`config.mk`:
```
export PLATFORM = sky130hd
export DESIGN_NAME = uart_fifo_dma_ctrl
export DESIGN_NICKNAME = d
export VERILOG_FILES = /design/src/rtl/uart_fifo_pkg.sv /design/src/rtl/byte_fifo.sv /design/src/rtl/rdy_ctrl.sv /design/src/rtl/uart_fifo_dma_ctrl.sv
export SDC_FILE = /design/constraint.sdc
export NUM_CORES = 1
export LEC_CHECK = 0
export ABC_CLOCK_PERIOD_IN_PS = 4150
export BUFFER_PORTS_ARGS = -buffer_cell sky130_fd_sc_hd__buf_2
export CORE_AREA = 2 2 173 243
export DETAILED_ROUTE_END_ITERATION = 7
export DIE_AREA = 0 0 175 245
export PLACE_DENSITY_LB_ADDON = 0.12
export SYNTH_ARGS = -nofsm -noshare
export SYNTH_HDL_FRONTEND = slang
export SYNTH_SLANG_ARGS = --single-unit
```
`constraint.sdc`:
```
create_clock -name clk_i -period 4.15 [get_ports clk_i]
set_clock_uncertainty 0.1 [all_clocks]
set_input_delay 0.415 -clock clk_i [delete_from_list [all_inputs] [get_ports clk_i]]
set_output_delay 0.415 -clock clk_i [all_outputs]
set_load 0.03 [all_outputs]
```
`src/rtl/uart_fifo_pkg.sv`:
```
package uart_fifo_pkg;
  localparam int unsigned FIFO_DEPTH = 32;
  localparam int unsigned CNT_W      = $clog2(FIFO_DEPTH) + 1;
  typedef logic [CNT_W-1:0] cnt_t;

  typedef struct packed {
    logic [1:0] rx_sel;
    logic [1:0] tx_sel;
    logic       blk_mode;
    logic       tx_clr;
    logic       rx_clr;
    logic       q_en;
  } ctrl_t;

  function automatic cnt_t rx_level(input logic [1:0] sel);
    case (sel)
      2'b00:   return cnt_t'(8);
      2'b01:   return cnt_t'(16);
      2'b10:   return cnt_t'(24);
      default: return cnt_t'(28);
    endcase
  endfunction

  function automatic cnt_t tx_level(input logic [1:0] sel);
    case (sel)
      2'b00:   return cnt_t'(16);
      2'b01:   return cnt_t'(8);
      2'b10:   return cnt_t'(24);
      default: return cnt_t'(30);
    endcase
  endfunction
endpackage

```
`src/rtl/byte_fifo.sv`:
```
module byte_fifo #(
  parameter int unsigned DEPTH = 32,
  parameter int unsigned W     = 8
) (
  input  logic                       clk_i,
  input  logic                       rst_ni,
  input  logic                       flush_i,
  input  logic [$clog2(DEPTH):0]     limit_i,
  input  logic                       push_i,
  input  logic [W-1:0]               wdata_i,
  input  logic                       pop_i,
  output logic [W-1:0]               rdata_o,
  output logic [$clog2(DEPTH):0]     cnt_o,
  output logic [$clog2(DEPTH):0]     cnt_nxt_o,
  output logic                       drop_o
);
  localparam int unsigned AW = $clog2(DEPTH);
  localparam int unsigned CW = AW + 1;

  logic [W-1:0]  mem [DEPTH];
  logic [AW-1:0] wptr_q, rptr_q;
  logic [CW-1:0] cnt_q;
  logic          full, do_pop, do_push;

  assign full    = cnt_q >= limit_i;
  assign do_pop  = pop_i & (cnt_q != '0);
  assign do_push = push_i & (~full | do_pop);
  assign drop_o  = push_i & ~do_push & ~flush_i;

  assign cnt_nxt_o = flush_i ? '0 : cnt_q + CW'(do_push) - CW'(do_pop);
  assign cnt_o     = cnt_q;
  assign rdata_o   = mem[rptr_q];

  always_ff @(posedge clk_i or negedge rst_ni) begin
    if (!rst_ni) begin
      wptr_q <= '0;
      rptr_q <= '0;
      cnt_q  <= '0;
    end else begin
      cnt_q <= cnt_nxt_o;
      if (flush_i) begin
        wptr_q <= '0;
        rptr_q <= '0;
      end else begin
        if (do_push) wptr_q <= wptr_q + AW'(1);
        if (do_pop)  rptr_q <= rptr_q + AW'(1);
      end
    end
  end

  always_ff @(posedge clk_i) begin
    if (do_push && !flush_i) mem[wptr_q] <= wdata_i;
  end
endmodule

```
`src/rtl/rdy_ctrl.sv`:
```
module rdy_ctrl
  import uart_fifo_pkg::*;
#(
  parameter int unsigned DEPTH = FIFO_DEPTH
) (
  input  logic       clk_i,
  input  logic       rst_ni,
  input  logic       en_d,
  input  logic       blk_d,
  input  logic [1:0] tx_sel_d,
  input  logic [1:0] rx_sel_d,
  input  cnt_t       tx_nxt,
  input  cnt_t       rx_nxt,
  input  logic       blk_q,
  input  logic [1:0] tx_sel_q,
  input  logic [1:0] rx_sel_q,
  input  cnt_t       tx_cnt,
  input  cnt_t       rx_cnt,
  output logic       txrdy_no,
  output logic       rxrdy_no,
  output logic       tx_irq_o,
  output logic       rx_irq_o
);
  logic tx_act_q, rx_act_q, tx_act_d, rx_act_d;
  logic m1_d;
  cnt_t tx_thr_d, rx_thr_d, tx_thr_q, rx_thr_q;

  assign m1_d     = blk_d & en_d;
  assign tx_thr_d = tx_level(tx_sel_d);
  assign rx_thr_d = rx_level(rx_sel_d);
  assign tx_thr_q = tx_level(tx_sel_q);
  assign rx_thr_q = rx_level(rx_sel_q);

  // block scheme: set/release points differ, hold in between
  always_comb begin
    tx_act_d = tx_act_q;
    rx_act_d = rx_act_q;
    if (m1_d) begin
      if (tx_nxt >= cnt_t'(DEPTH))  tx_act_d = 1'b0;
      else if (tx_nxt < tx_thr_d)   tx_act_d = 1'b1;
      if (rx_nxt >= rx_thr_d)       rx_act_d = 1'b1;
      else if (rx_nxt == '0)        rx_act_d = 1'b0;
    end else begin
      tx_act_d = (tx_nxt == '0);
      rx_act_d = (rx_nxt != '0);
    end
  end

  always_ff @(posedge clk_i or negedge rst_ni) begin
    if (!rst_ni) begin
      tx_act_q <= 1'b1;
      rx_act_q <= 1'b0;
    end else begin
      tx_act_q <= tx_act_d;
      rx_act_q <= rx_act_d;
    end
  end

  assign txrdy_no = ~tx_act_q;
  assign rxrdy_no = ~rx_act_q;
  assign tx_irq_o = blk_q ? (tx_cnt < tx_thr_q)  : (tx_cnt == '0);
  assign rx_irq_o = blk_q ? (rx_cnt >= rx_thr_q) : (rx_cnt != '0);
endmodule

```
`src/rtl/uart_fifo_dma_ctrl.sv`:
```
module uart_fifo_dma_ctrl
  import uart_fifo_pkg::*;
(
  input  logic       clk_i,
  input  logic       rst_ni,
  input  logic       fcr_we_i,
  input  logic [7:0] fcr_wdata_i,
  input  logic       thr_we_i,
  input  logic [7:0] thr_wdata_i,
  input  logic       tx_load_i,
  output logic [7:0] tx_data_o,
  output logic       tx_avail_o,
  input  logic       rx_valid_i,
  input  logic [7:0] rx_data_i,
  input  logic       rhr_re_i,
  output logic [7:0] rhr_rdata_o,
  output logic       rx_avail_o,
  output logic       txrdy_no,
  output logic       rxrdy_no,
  output logic       tx_irq_o,
  output logic       rx_irq_o,
  output logic       overrun_o
);
  ctrl_t      wr;
  logic       en_q, blk_q, en_d, blk_d;
  logic [1:0] txs_q, rxs_q, txs_d, rxs_d;
  logic       en_chg, tx_flush, rx_flush;
  logic       tx_drop, rx_drop, overrun_q;
  cnt_t       tx_cnt, rx_cnt, tx_nxt, rx_nxt, limit;

  assign wr     = ctrl_t'(fcr_wdata_i);
  assign en_chg = fcr_we_i & (wr.q_en != en_q);
  assign tx_flush = fcr_we_i & (wr.tx_clr | en_chg);
  assign rx_flush = fcr_we_i & (wr.rx_clr | en_chg);

  assign en_d  = fcr_we_i ? wr.q_en     : en_q;
  assign blk_d = fcr_we_i ? wr.blk_mode : blk_q;
  assign txs_d = fcr_we_i ? wr.tx_sel   : txs_q;
  assign rxs_d = fcr_we_i ? wr.rx_sel   : rxs_q;

  always_ff @(posedge clk_i or negedge rst_ni) begin
    if (!rst_ni) begin
      en_q      <= 1'b0;
      blk_q     <= 1'b0;
      txs_q     <= 2'b00;
      rxs_q     <= 2'b00;
      overrun_q <= 1'b0;
    end else begin
      en_q  <= en_d;
      blk_q <= blk_d;
      txs_q <= txs_d;
      rxs_q <= rxs_d;
      if (rx_flush)     overrun_q <= 1'b0;
      else if (rx_drop) overrun_q <= 1'b1;
    end
  end

  assign limit = en_q ? cnt_t'(FIFO_DEPTH) : cnt_t'(1);

  byte_fifo #(.DEPTH(FIFO_DEPTH), .W(8)) u_tx_fifo (
    .clk_i, .rst_ni,
    .flush_i(tx_flush), .limit_i(limit),
    .push_i(thr_we_i), .wdata_i(thr_wdata_i),
    .pop_i(tx_load_i), .rdata_o(tx_data_o),
    .cnt_o(tx_cnt), .cnt_nxt_o(tx_nxt), .drop_o(tx_drop)
  );

  byte_fifo #(.DEPTH(FIFO_DEPTH), .W(8)) u_rx_fifo (
    .clk_i, .rst_ni,
    .flush_i(rx_flush), .limit_i(limit),
    .push_i(rx_valid_i), .wdata_i(rx_data_i),
    .pop_i(rhr_re_i), .rdata_o(rhr_rdata_o),
    .cnt_o(rx_cnt), .cnt_nxt_o(rx_nxt), .drop_o(rx_drop)
  );

  rdy_ctrl #(.DEPTH(FIFO_DEPTH)) u_rdy (
    .clk_i, .rst_ni,
    .en_d, .blk_d, .tx_sel_d(txs_d), .rx_sel_d(rxs_d),
    .tx_nxt, .rx_nxt,
    .blk_q(blk_q & en_q), .tx_sel_q(txs_q), .rx_sel_q(rxs_q),
    .tx_cnt, .rx_cnt,
    .txrdy_no, .rxrdy_no, .tx_irq_o, .rx_irq_o
  );

  assign tx_avail_o = (tx_cnt != '0);
  assign rx_avail_o = (rx_cnt != '0);
  assign overrun_o  = overrun_q;
endmodule

```
==> results.sh, run 1 <==
export IMPL_hold_violations=0
export IMPL_min_period_ns=3.90
export IMPL_layout_drive_gt1_share=0.303
export IMPL_place_hpwl_um=29800
export IMPL_grt_ovfl_total=0
export IMPL_grt_max_degree=68
export IMPL_portBuffers=53
export IMPL_viasPerCell=5.80
export IMPL_syn_area_per_cell_um2=20.3
export IMPL_cts_root_buf="clkbuf_16"
export IMPL_yosys_area_share_adder=0.0261
export IMPL_crit_required_ns=4.56
export IMPL_finalSetupTns_ns=0
export IMPL_rows=88
export IMPL_cts_sinks=553
export IMPL_start_util=0.554
export IMPL_wire_per_inst_um=24.5
export IMPL_ant_nets=0
export IMPL_ys_flop_type="edfxtp_1"
export IMPL_finalSetupViolCount=0
export IMPL_grt_use_total=0.214
export IMPL_gp_congestion=0.780
export IMPL_crit_path_max_incr_delay_ns=0.42
export IMPL_stdcell_area_um2=25600
export IMPL_crit_fanout=5
export IMPL_die_area_um2=42900
export IMPL_syn2layout_area_growth_pct=12.8
export IMPL_fp_dieW_um=175
export IMPL_end_kind="flop"
export IMPL_coreArea_um2=40800
export IMPL_synth_ff_latch_count=553
export IMPL_cpLargestDelayFamily="simple AND/OR/NAND/NOR gates"
export IMPL_num_vias=10500
export IMPL_synth_cell_types=59
export IMPL_holdWs_ns=0.0330
export IMPL_synth_edf_count=512
export IMPL_grt_pass1_vias=11200
export IMPL_p_leak_nw=8.34
export IMPL_nets=1300
export IMPL_synthesis_nets=1193
export IMPL_ys_seq_area_frac=0.724
export IMPL_synthMuxAreaShare=0.172
export IMPL_status="complete, no violations"
export IMPL_n_fill_cell=2870
export IMPL_postSynth_asyncResetShare=0.0741
export IMPL_drt_iter0_markers=683
export IMPL_antenna_found_initial=0
export IMPL_synth_compound_area_frac=0.0147
export IMPL_drtPass1Iterations=5
export IMPL_vdd_ir_drop_max_mv=0.517
export IMPL_drt_wl_total_um=44300
export IMPL_crit_top_cell="ha_1"
export IMPL_setup_worst_path_class="reg -> reg"
export IMPL_yosys_area_share_simple=0.0386
export IMPL_cts_tree="yes"
export IMPL_maxCapViolCount=0
export IMPL_clk_path_buf_depth=3
export IMPL_pin_count=54
export IMPL_synthXorXnorAreaFrac=0.00735
export IMPL_insertion_delay_ns=0.58
export IMPL_crit_chain="inv_2, ha_1, or3b_1, a2111oi_4, o31a_1, ha_1, fa_2, a21oi_2, o21bai_1, xnor2_1, nor2_1, ha_1, or3_1, or3_1, a211oi_2"
export IMPL_arrival_ns=4.31
export IMPL_post_route_period_util=0.941
export IMPL_start_kind="flop"
export IMPL_max_freq_mhz=256
export IMPL_min_path_type="in -> reg"
export IMPL_clkTransAtPathRegs_ns=0.06
export IMPL_post_route_util=0.626
export IMPL_drv_slew=0
export IMPL_ys_warnings_count=0
export IMPL_cp_num_buf_inv=1
export IMPL_cts_buffers=52
export IMPL_synth_top_family_by_area="multiplexers"
export IMPL_drc=0
export IMPL_die_h_um=245
export IMPL_synth_cells=1116
export IMPL_tightest_slew_ns=0.999
export IMPL_dpl_cell_area_um2=23700
export IMPL_syn_area_um2=22700
export IMPL_p_per_area_nw_per_um2=608
export IMPL_grt_pass1_wl_um=68000
export IMPL_insertedDiodeCount=0
export IMPL_maxSlewHeadroom=0.334
export IMPL_cts_max_level=2
export IMPL_critical_path_slowest_cell="or3b_1"
-- cells in the mapped netlist (4+ instances only) --
cell type  number  area (um2)
nor2b_1         7        43.8
a21oi_1        11        55.1
dfrtp_1        40        1000
edfxtp_1      512       15400
inv_1          29         109
nand3_1         8        40.0
nand3b_1        5        37.5
or3_1           5        31.3
a31oi_1         4        25.0
o21ai_0         8        40.0
ha_1           44         551
o21a_1          7        52.6
xor2_1         11        96.3
nand2_1        17        63.8
nor2_1        101         379
xnor2_1         8        70.1
and2_1          7        43.8
buf_6          10         113
nor3_1          4        20.0
buf_1           9        33.8
buf_2           6        30.0
clkbuf_1       27         101
nand4_1         5        31.3
mux4_2        160        3600
mux2_2         21         236
mux2i_1         5        50.1
-- state kept, by name, indices dropped and copies added (netlist names) --
signal            count
blk_q                 1
u_rx_fifo.cnt_o       6
u_rx_fifo.wptr_q      5
rxs_q                 2
overrun_o             1
u_rdy.rx_act_q        1
en_q                  1
u_tx_fifo.mem       256
u_rx_fifo.rptr_q      5
u_tx_fifo.rptr_q      5
txs_q                 2
u_tx_fifo.cnt_o       6
u_tx_fifo.wptr_q      5
u_rx_fifo.mem       256
u_rdy.tx_act_q        1
-- cells in the final DEF (no fill, tap or decap), drive strengths merged, types with 12 or more instances in the layout --
cell,netlist,routed
nor2,101,101
ha,44,44
inv,29,32
edfxtp,512,512
dfrtp,40,40
mux4,160,160
buf,26,100
nand2,17,17
clkinv,0,17
clkbuf,27,70
nand3,12,12
mux2,21,21
-- power breakdown --
group / total, mW / leakage (nW) / switching [mW] / internal [mW]
Clock: 4.74 / 0.848 / 2.00 / 2.74
Sequential: 6.61 / 5.13 / 0.303 / 6.30
Combinational: 4.20 / 2.37 / 2.16 / 2.04
-- through the flow --
stage	power, mW	std cells	setup slack, ns
after floorplan	9.72	1116	0.0823
after global placement	10.9	1702	0.175
after detailed placement	10.9	1702	0.129
after CTS	15.7	1804	0.0943
after global routing	16.3	1805	-0.00368
final	15.5	1805	0.246
-- worst register-to-register path, delay by kind of cell (launching register included) --
family                   cells  cell delay [ns]
adder cells (fa/ha/maj)      4             0.98
flip-flops                   1             0.39
XOR/XNOR                     1             0.15
buffers and inverters        1             0.08
AND/OR/NAND/NOR              4             1.18
AO/OA/AOI/OAI                5             0.97
-- layout make-up --
type	count	area, um2	share of cell area
Clock buffer	70	1460	0.0572
Clock inverter	26	267	0.0104
Inverter	29	109	0.00426
Multi-Input combinational cell	481	5900	0.231
Sequential cell	553	16400	0.642
Tap cell	540	676	0.0264
Timing Repair Buffer	106	741	0.0290
-- worst paths after layout --
| path | startpoint | endpoint | slack (ns) | cells past startpoint |
|---|---|---|---|---|
| setup / recovery | en_q | u_rdy.tx_act_q | 0.25 | 15 |
| hold / removal | fcr_wdata_i[7] | rxs_q[1] | 0.03 | 2 |
| setup reg to reg | en_q | u_rdy.tx_act_q | 0.25 | 15 |
| hold reg to reg | overrun_o | overrun_o | 0.41 | 2 |
| max in group asynchronous | rst_ni | u_tx_fifo.rptr_q[0] | 2.76 | 2 |
| min in group asynchronous | rst_ni | rxs_q[0] | 0.45 | 2 |
-- timing repair --
| action | 4_1_cts | 5_1_grt |
|---|---|---|
| endpoints found under the setup margin | 0 | 1 |
| buffers inserted | 0 | 1 |
| hold buffers | 6 | 0 |
| endpoints found under the hold margin | 45 | 0 |
| gates resized for setup | 0 | 8 |
-- cell families (layout without fill, tap and decap cells) --
| family | count (synthesis) | count (layout) |
|---|---|---|
| XOR/XNOR | 19 | 19 |
| flip-flops | 553 | 553 |
| multiplexers | 186 | 186 |
| AND/OR/NAND/NOR | 180 | 180 |
| AO/OA/AOI/OAI | 50 | 50 |
| adder cells (fa/ha/maj) | 46 | 46 |
| buffers and inverters | 82 | 231 |
-- metal layers --
layer  up-vias  track usage  share of wire
met5         -            0              0
met2       223        0.407           0.57
met3        71       0.0263          0.033
li1       4743            -              -
met1      5434        0.253           0.37
met4         0       0.0664          0.027
Power figures use the tool's default switching activity.
==> inputs of run 2 (changes only) <==
--- a/config.mk
+++ b/config.mk
@@ -11,6 +11,7 @@
 export DETAILED_ROUTE_END_ITERATION = 7
 export DIE_AREA = 0 0 175 245
 export PLACE_DENSITY_LB_ADDON = 0.12
+export RECOVER_POWER = 50
 export SYNTH_ARGS = -nofsm -noshare
 export SYNTH_HDL_FRONTEND = slang
 export SYNTH_SLANG_ARGS = --single-unit
==> run 2 against run 1 <==
Against the previous run:
- the run now ends with max-capacitance violations, max-slew violations left
- final cell count unchanged
- count of clock-buffer cells in the layout is the same
- clock power about the same
- maximum frequency hardly changed
- worst setup slack worse by 0.0038 ns
- wire length rose by 0.14%
- register-to-register slack hardly changed
- sequential share of layout area is 0.063 points higher
- global-route usage is the same
==> results.sh, run 2 (synthesis results as in run 1) <==
export IMPL_num_vias=10500
export IMPL_final_cell_mix="edfxtp_1, mux4_2, nor2_1, clkbuf_16, ha_1"
export IMPL_fp_dieW_um=175
export IMPL_finalSetupViolCount=0
export IMPL_start_kind="flop"
export IMPL_die_h_um=245
export IMPL_layout_drive_gt1_share=0.284
export IMPL_syn2layout_area_growth_pct=12.7
export IMPL_grt_ovfl_total=0
export IMPL_dpl_cell_count=1702
export IMPL_finalSetupTns_ns=0
export IMPL_cts_buffers=52
export IMPL_end_kind="flop"
export IMPL_clk_path_buf_depth=3
export IMPL_clkTransAtPathRegs_ns=0.06
export IMPL_arrival_ns=4.31
export IMPL_worstHoldPathCells=2
export IMPL_stdcell_area_um2=25500
export IMPL_fin_cells=1805
export IMPL_failed_checks="max-capacitance violations, max-slew violations"
export IMPL_nets=1300
export IMPL_grt_pass1_vias=11200
export IMPL_r2r_cells=15
export IMPL_r2r_end="u_rdy.tx_act_q"
export IMPL_cts_max_level=2
export IMPL_grt_busiest_layer="met2"
export IMPL_insertedDiodeCount=0
export IMPL_status="finished with violations"
export IMPL_use_met3=0.0263
export IMPL_insertion_delay_ns=0.58
export IMPL_pin_count=54
export IMPL_r2r_start="en_q"
export IMPL_hold_violations=0
export IMPL_gp_congestion=0.780
export IMPL_die_area_um2=42900
export IMPL_viasPerCell=5.81
export IMPL_max_freq_mhz=256
export IMPL_min_period_ns=3.91
export IMPL_reg_top3="u_rx_fifo.mem x256, u_tx_fifo.mem x256"
export IMPL_grtUsageMet2=0.407
export IMPL_maxSlewHeadroom=-0.605
export IMPL_crit_required_ns=4.56
export IMPL_drt_iter0_markers=719
export IMPL_final_common_cell="edfxtp_1"
export IMPL_p_leak_nw=8.29
export IMPL_place_hpwl_um=29800
export IMPL_antenna_found_initial=0
export IMPL_rrSetupSlack_ns=0.24
export IMPL_rows=88
export IMPL_vdd_ir_drop_max_mv=0.517
export IMPL_n_fill_cell=2874
export IMPL_drtPass1Iterations=5
export IMPL_cts_sinks=553
export IMPL_grt_pass1_wl_um=68000
export IMPL_grt_use_total=0.214
export IMPL_drc=0
export IMPL_ant_nets=0
export IMPL_power_mw=15.6
export IMPL_min_path_type="in -> reg"
export IMPL_start_util=0.554
export IMPL_maxCapViolCount=5
export IMPL_p_per_area_nw_per_um2=609
export IMPL_drt_wl_total_um=44400
export IMPL_cts_tree="yes"
export IMPL_post_route_period_util=0.942
export IMPL_coreArea_um2=40800
export IMPL_portBuffers=53
export IMPL_drv_slew=108
export IMPL_post_route_util=0.625
export IMPL_cts_root_buf="clkbuf_16"
export IMPL_setup_worst_path_class="reg -> reg"
export IMPL_tightest_slew_ns=2.41
export IMPL_worstHoldStart="fcr_wdata_i[7]"
export IMPL_holdPathEnd="rxs_q[1]"
export IMPL_grt_max_degree=68
export IMPL_dpl_cell_area_um2=23700
export IMPL_wire_per_inst_um=24.6
export IMPL_grt_use_met1=0.253
export IMPL_crit_fanout=5
## run 2: worst max path at each step
stage	startpoint	slack, ns	to
after floorplan	u_tx_fifo.cnt_o[2]	0.08	u_rdy.tx_act_q
after global placement	en_q	0.18	u_rdy.tx_act_q
after detailed placement	en_q	0.13	u_rdy.tx_act_q
after CTS	en_q	0.09	u_rdy.tx_act_q
after global routing	u_tx_fifo.cnt_o[3]	-0.004	u_rdy.tx_act_q
final	en_q	0.24	u_rdy.tx_act_q
## run 2: cell type report
| cell class | instances | area, um2 | area share |
|---|---|---|---|
| Clock buffer | 70 | 1460 | 0.0572 |
| Clock inverter | 26 | 267 | 0.0104 |
| Inverter | 29 | 109 | 0.00426 |
| Multi-Input combinational cell | 481 | 5900 | 0.231 |
| Sequential cell | 553 | 16400 | 0.643 |
| Tap cell | 540 | 676 | 0.0265 |
| Timing Repair Buffer | 106 | 716 | 0.0280 |
## run 2: power breakdown
part,internal (mW),switching (mW)
Combinational,2.04,2.16
Sequential,6.31,0.303
Clock,2.74,2.01
Total,11.1,4.47
## run 2: worst max-delay path, stage by stage (launching register included)
cell and delay [ns]:
dfrtp_1 0.39, inv_2 0.08, ha_1 0.30, or3b_1 0.42, a2111oi_4 0.39, o31a_1 0.19
ha_1 0.21, fa_2 0.24, a21oi_2 0.06, o21bai_1 0.15, xnor2_1 0.15, nor2_1 0.10
ha_1 0.23, or3_1 0.33, or3_1 0.33, a211oi_2 0.18
## run 2: layer usage
metal	vias up	wire [um]	share of wire
met5	-	0	0
met4	0	1220	0.028
met3	73	1510	0.034
met2	217	25400	0.57
met1	5459	16200	0.37
li1	4743	-	-
## run 2: metrics by stage
stage | setup WS, ns | hold slack [ns]
after floorplan | 0.0823 | 0.0194
after global placement | 0.175 | 0.404
after detailed placement | 0.129 | 0.409
after CTS | 0.0943 | 0.0117
after global routing | -0.00366 | 0.0410
final | 0.242 | 0.0516
## run 2: what timing repair did
item | 4_1_cts | 5_1_grt
endpoints found under the hold margin | 45 | 0
gates resized for setup | 0 | 8
setup endpoints to repair | 0 | 1
hold buffers | 6 | 0
setup buffers | 0 | 1
==> inputs of run 3 (changes only) <==
--- a/config.mk
+++ b/config.mk
@@ -5,11 +5,12 @@
 export SDC_FILE = /design/constraint.sdc
 export NUM_CORES = 1
 export LEC_CHECK = 0
+export ABC_AREA = 1
 export ABC_CLOCK_PERIOD_IN_PS = 4150
 export BUFFER_PORTS_ARGS = -buffer_cell sky130_fd_sc_hd__buf_2
-export CORE_AREA = 2 2 173 243
+export CORE_AREA = 2 2 258 362
 export DETAILED_ROUTE_END_ITERATION = 7
-export DIE_AREA = 0 0 175 245
+export DIE_AREA = 0 0 260 364
 export PLACE_DENSITY_LB_ADDON = 0.12
 export RECOVER_POWER = 50
 export SYNTH_ARGS = -nofsm -noshare
==> run 3 against run 2 <==
Against the previous run:
- largest power group unchanged
- count of clock-buffer cells in the layout fell by 1
- synthesized cell count rose by 81%
- highest routed layer is now met5
- flip-flop and latch count unchanged
- global-route usage decreased by 7.2 points
- maximum frequency up 4.9%
- final area rose by 6.0%
- critical path depth fell by 6
- die area grew 120%
- the flow still finishes with violations (max-capacitance violations, max-slew violations)
- first-iteration DRC count is 28% higher
- largest cell class unchanged
- non-clock buffer count fell by 3
- final cell count increased by 84%
- clock power rose by 8.2%
==> results.sh, run 3 <==
export IMPL_pin_count=54
export IMPL_synth_common_cells="edfxtp_1, nor2_1, nand2_1"
export IMPL_post_route_util=0.295
export IMPL_cts_sinks=553
export IMPL_grt_use_met1=0.171
export IMPL_end_kind="output pin"
export IMPL_p_leak_nw=9.34
export IMPL_r2r_cells=20
export IMPL_grt_pass1_wl_um=102000
export IMPL_final_cell_mix="edfxtp_1, nor2_1, nand2_1, o21ai_0, nand3_1"
export IMPL_portBuffers=53
export IMPL_holdPathEnd="en_q"
export IMPL_rsz0062_at_grt="no"
export IMPL_ys_flop_type="edfxtp_1"
export IMPL_antenna_found_initial=1
export IMPL_die_area_um2=94600
export IMPL_status="finished with violations"
export IMPL_fin_cells=3324
export IMPL_cts_buffers=58
export IMPL_yosys_area_top_type_share=0.651
export IMPL_hold_violations=0
export IMPL_max_freq_mhz=269
export IMPL_insertedDiodeCount=0
export IMPL_reg_top3="u_rx_fifo.mem x256, u_tx_fifo.mem x256"
export IMPL_die_h_um=364
export IMPL_drt_iter0_markers=918
export IMPL_ant_nets=0
export IMPL_grt_use_total=0.143
export IMPL_r2r_start="u_tx_fifo.cnt_o[2]"
export IMPL_fp_dieW_um=260
export IMPL_crit_path_max_incr_delay_ns=0.66
export IMPL_drv_slew=504
export IMPL_viasPerCell=4.59
export IMPL_postCtsSetupBuffers=0
export IMPL_use_met3=0.0199
export IMPL_yosysTopAreaCell="edfxtp_1"
export IMPL_min_path_type="in -> reg"
export IMPL_coreArea_um2=91700
export IMPL_cts_root_buf="clkbuf_16"
export IMPL_setup_worst_path_class="reg -> out"
export IMPL_gp_congestion=0.738
export IMPL_arrival_ns=3.21
export IMPL_r2r_end="u_rdy.tx_act_q"
export IMPL_drc=0
export IMPL_nets=2145
export IMPL_crit_required_ns=3.63
export IMPL_min_period_ns=3.72
export IMPL_grtUsageMet2=0.261
export IMPL_grt_ovfl_total=0
export IMPL_rrSetupSlack_ns=0.66
export IMPL_grt_pass1_vias=15800
export IMPL_ys_warnings_count=0
export IMPL_start_kind="flop"
export IMPL_insertion_delay_ns=0.62
export IMPL_p_per_area_nw_per_um2=598
export IMPL_worstHoldPathCells=3
export IMPL_place_hpwl_um=41200
export IMPL_tightest_slew_ns=2.55
export IMPL_n_fill_cell=9423
export IMPL_clk_path_buf_depth=3
export IMPL_synthesis_nets=2097
export IMPL_layout_drive_gt1_share=0.0878
export IMPL_cts_tree="yes"
export IMPL_failed_checks="max-capacitance violations, max-slew violations"
export IMPL_synth_most_common_cell="edfxtp_1"
export IMPL_critical_path_slowest_cell="dfrtp_4"
export IMPL_clkTransAtPathRegs_ns=0.07
export IMPL_postSynth_asyncResetShare=0.0741
export IMPL_num_vias=15300
export IMPL_cts_max_level=2
export IMPL_synth_cells=2020
export IMPL_grt_max_degree=131
export IMPL_syn2layout_area_growth_pct=14.6
export IMPL_rows=132
export IMPL_crit_chain="inv_4, buf_4, o21ai_0, o211ai_1, nand3_1, nand4_1, nand2_1, inv_1, buf_2"
export IMPL_start_util=0.258
export IMPL_synth_cell_types=40
export IMPL_crit_fanout=37
export IMPL_power_mw=16.2
export IMPL_wire_per_inst_um=20.3
export IMPL_ys_seq_area_frac=0.694
export IMPL_post_route_period_util=0.897
export IMPL_syn_area_per_cell_um2=11.7
export IMPL_holdWs_ns=0.0516
export IMPL_drtPass1Iterations=5
export IMPL_vdd_ir_drop_max_mv=0.316
export IMPL_worstHoldStart="fcr_wdata_i[0]"
export IMPL_final_common_cell="edfxtp_1"
export IMPL_synth_edf_count=512
export IMPL_maxCapViolCount=15
export IMPL_cts_resized=0
export IMPL_finalSetupTns_ns=0
export IMPL_syn_area_um2=23600
export IMPL_drt_wl_total_um=67600
export IMPL_grt_busiest_layer="met2"
export IMPL_maxSlewHeadroom=-0.697
export IMPL_finalSetupViolCount=0
export IMPL_synth_ff_latch_count=553
export IMPL_synthTopCellsByArea="edfxtp_1, nor2_1, o21ai_0"
export IMPL_dpl_cell_count=3211
## run 3: report_power, final
group / switching (mW) / leakage [nW] / internal (mW)
Sequential: 0.159 / 5.12 / 6.30
Combinational: 3.26 / 3.30 / 1.34
Clock: 2.28 / 0.917 / 2.86
## run 3: worst max path at each step
stage | startpoint | end
6_report | u_tx_fifo.rptr_q[0] | tx_data_o[2]
2_1_floorplan | u_tx_fifo.cnt_o[2] | u_rdy.tx_act_q
3_3_place_gp | en_q | u_rdy.tx_act_q
5_1_grt | u_tx_fifo.cnt_o[2] | u_rdy.tx_act_q
4_1_cts | u_tx_fifo.rptr_q[0] | tx_data_o[2]
3_5_place_dp | en_q | u_rdy.tx_act_q
## run 3: metrics by stage
stage / cell area [um2] / setup WS, ns
3_5_place_dp: 25200 / 0.726
2_1_floorplan: 23600 / 0.890
4_1_cts: 27100 / 0.343
6_report: 27100 / 0.426
5_1_grt: 27100 / 0.225
3_3_place_gp: 25200 / 0.716
## run 3: final cells by class
class / instances / area [um2] / share of cell area
multi-input cells: 1242 / 6160 / 0.228
clock inverters: 41 / 347 / 0.0128
flip-flops and latches: 553 / 16400 / 0.606
well taps: 1206 / 1510 / 0.0557
repair buffers: 103 / 713 / 0.0263
inverters: 110 / 419 / 0.0155
clock buffers: 69 / 1510 / 0.0559
## run 3: critical path, delay by kind of cell, from the launching register on
kind | cells | cell delay, ns
and+or+nand+nor | 3 | 0.47
AOI/OAI and AO/OA | 2 | 0.36
buffers and inverters | 4 | 1.05
DFF | 1 | 0.66
## run 3: cell families (layout without fill, tap and decap cells)
family / after synthesis / in the layout / synth area share
and+or+nand+nor: 779 / 779 / 0.136
DFF: 553 / 553 / 0.694
AOI/OAI and AO/OA: 410 / 410 / 0.0979
buffers and inverters: 225 / 323 / 0.0447
adders and majority gates: 46 / 46 / 0.0250
xor gates and xnor gates: 6 / 6 / 0.00222
muxes: 1 / 1 / 0.000477
## run 3: what timing repair did
| item | in CTS | in global routing |
|---|---|---|
| endpoints found under the hold margin | 42 | 0 |
| hold buffers | 3 | 0 |
| setup endpoints to repair | 0 | 0 |
## run 3: metal layers
| layer | share of wire | vias to the layer above |
|---|---|---|
| met5 | 0.00015 | - |
| li1 | - | 7289 |
| met2 | 0.52 | 260 |
| met4 | 0.031 | 2 |
| met3 | 0.033 | 103 |
| met1 | 0.41 | 7615 |
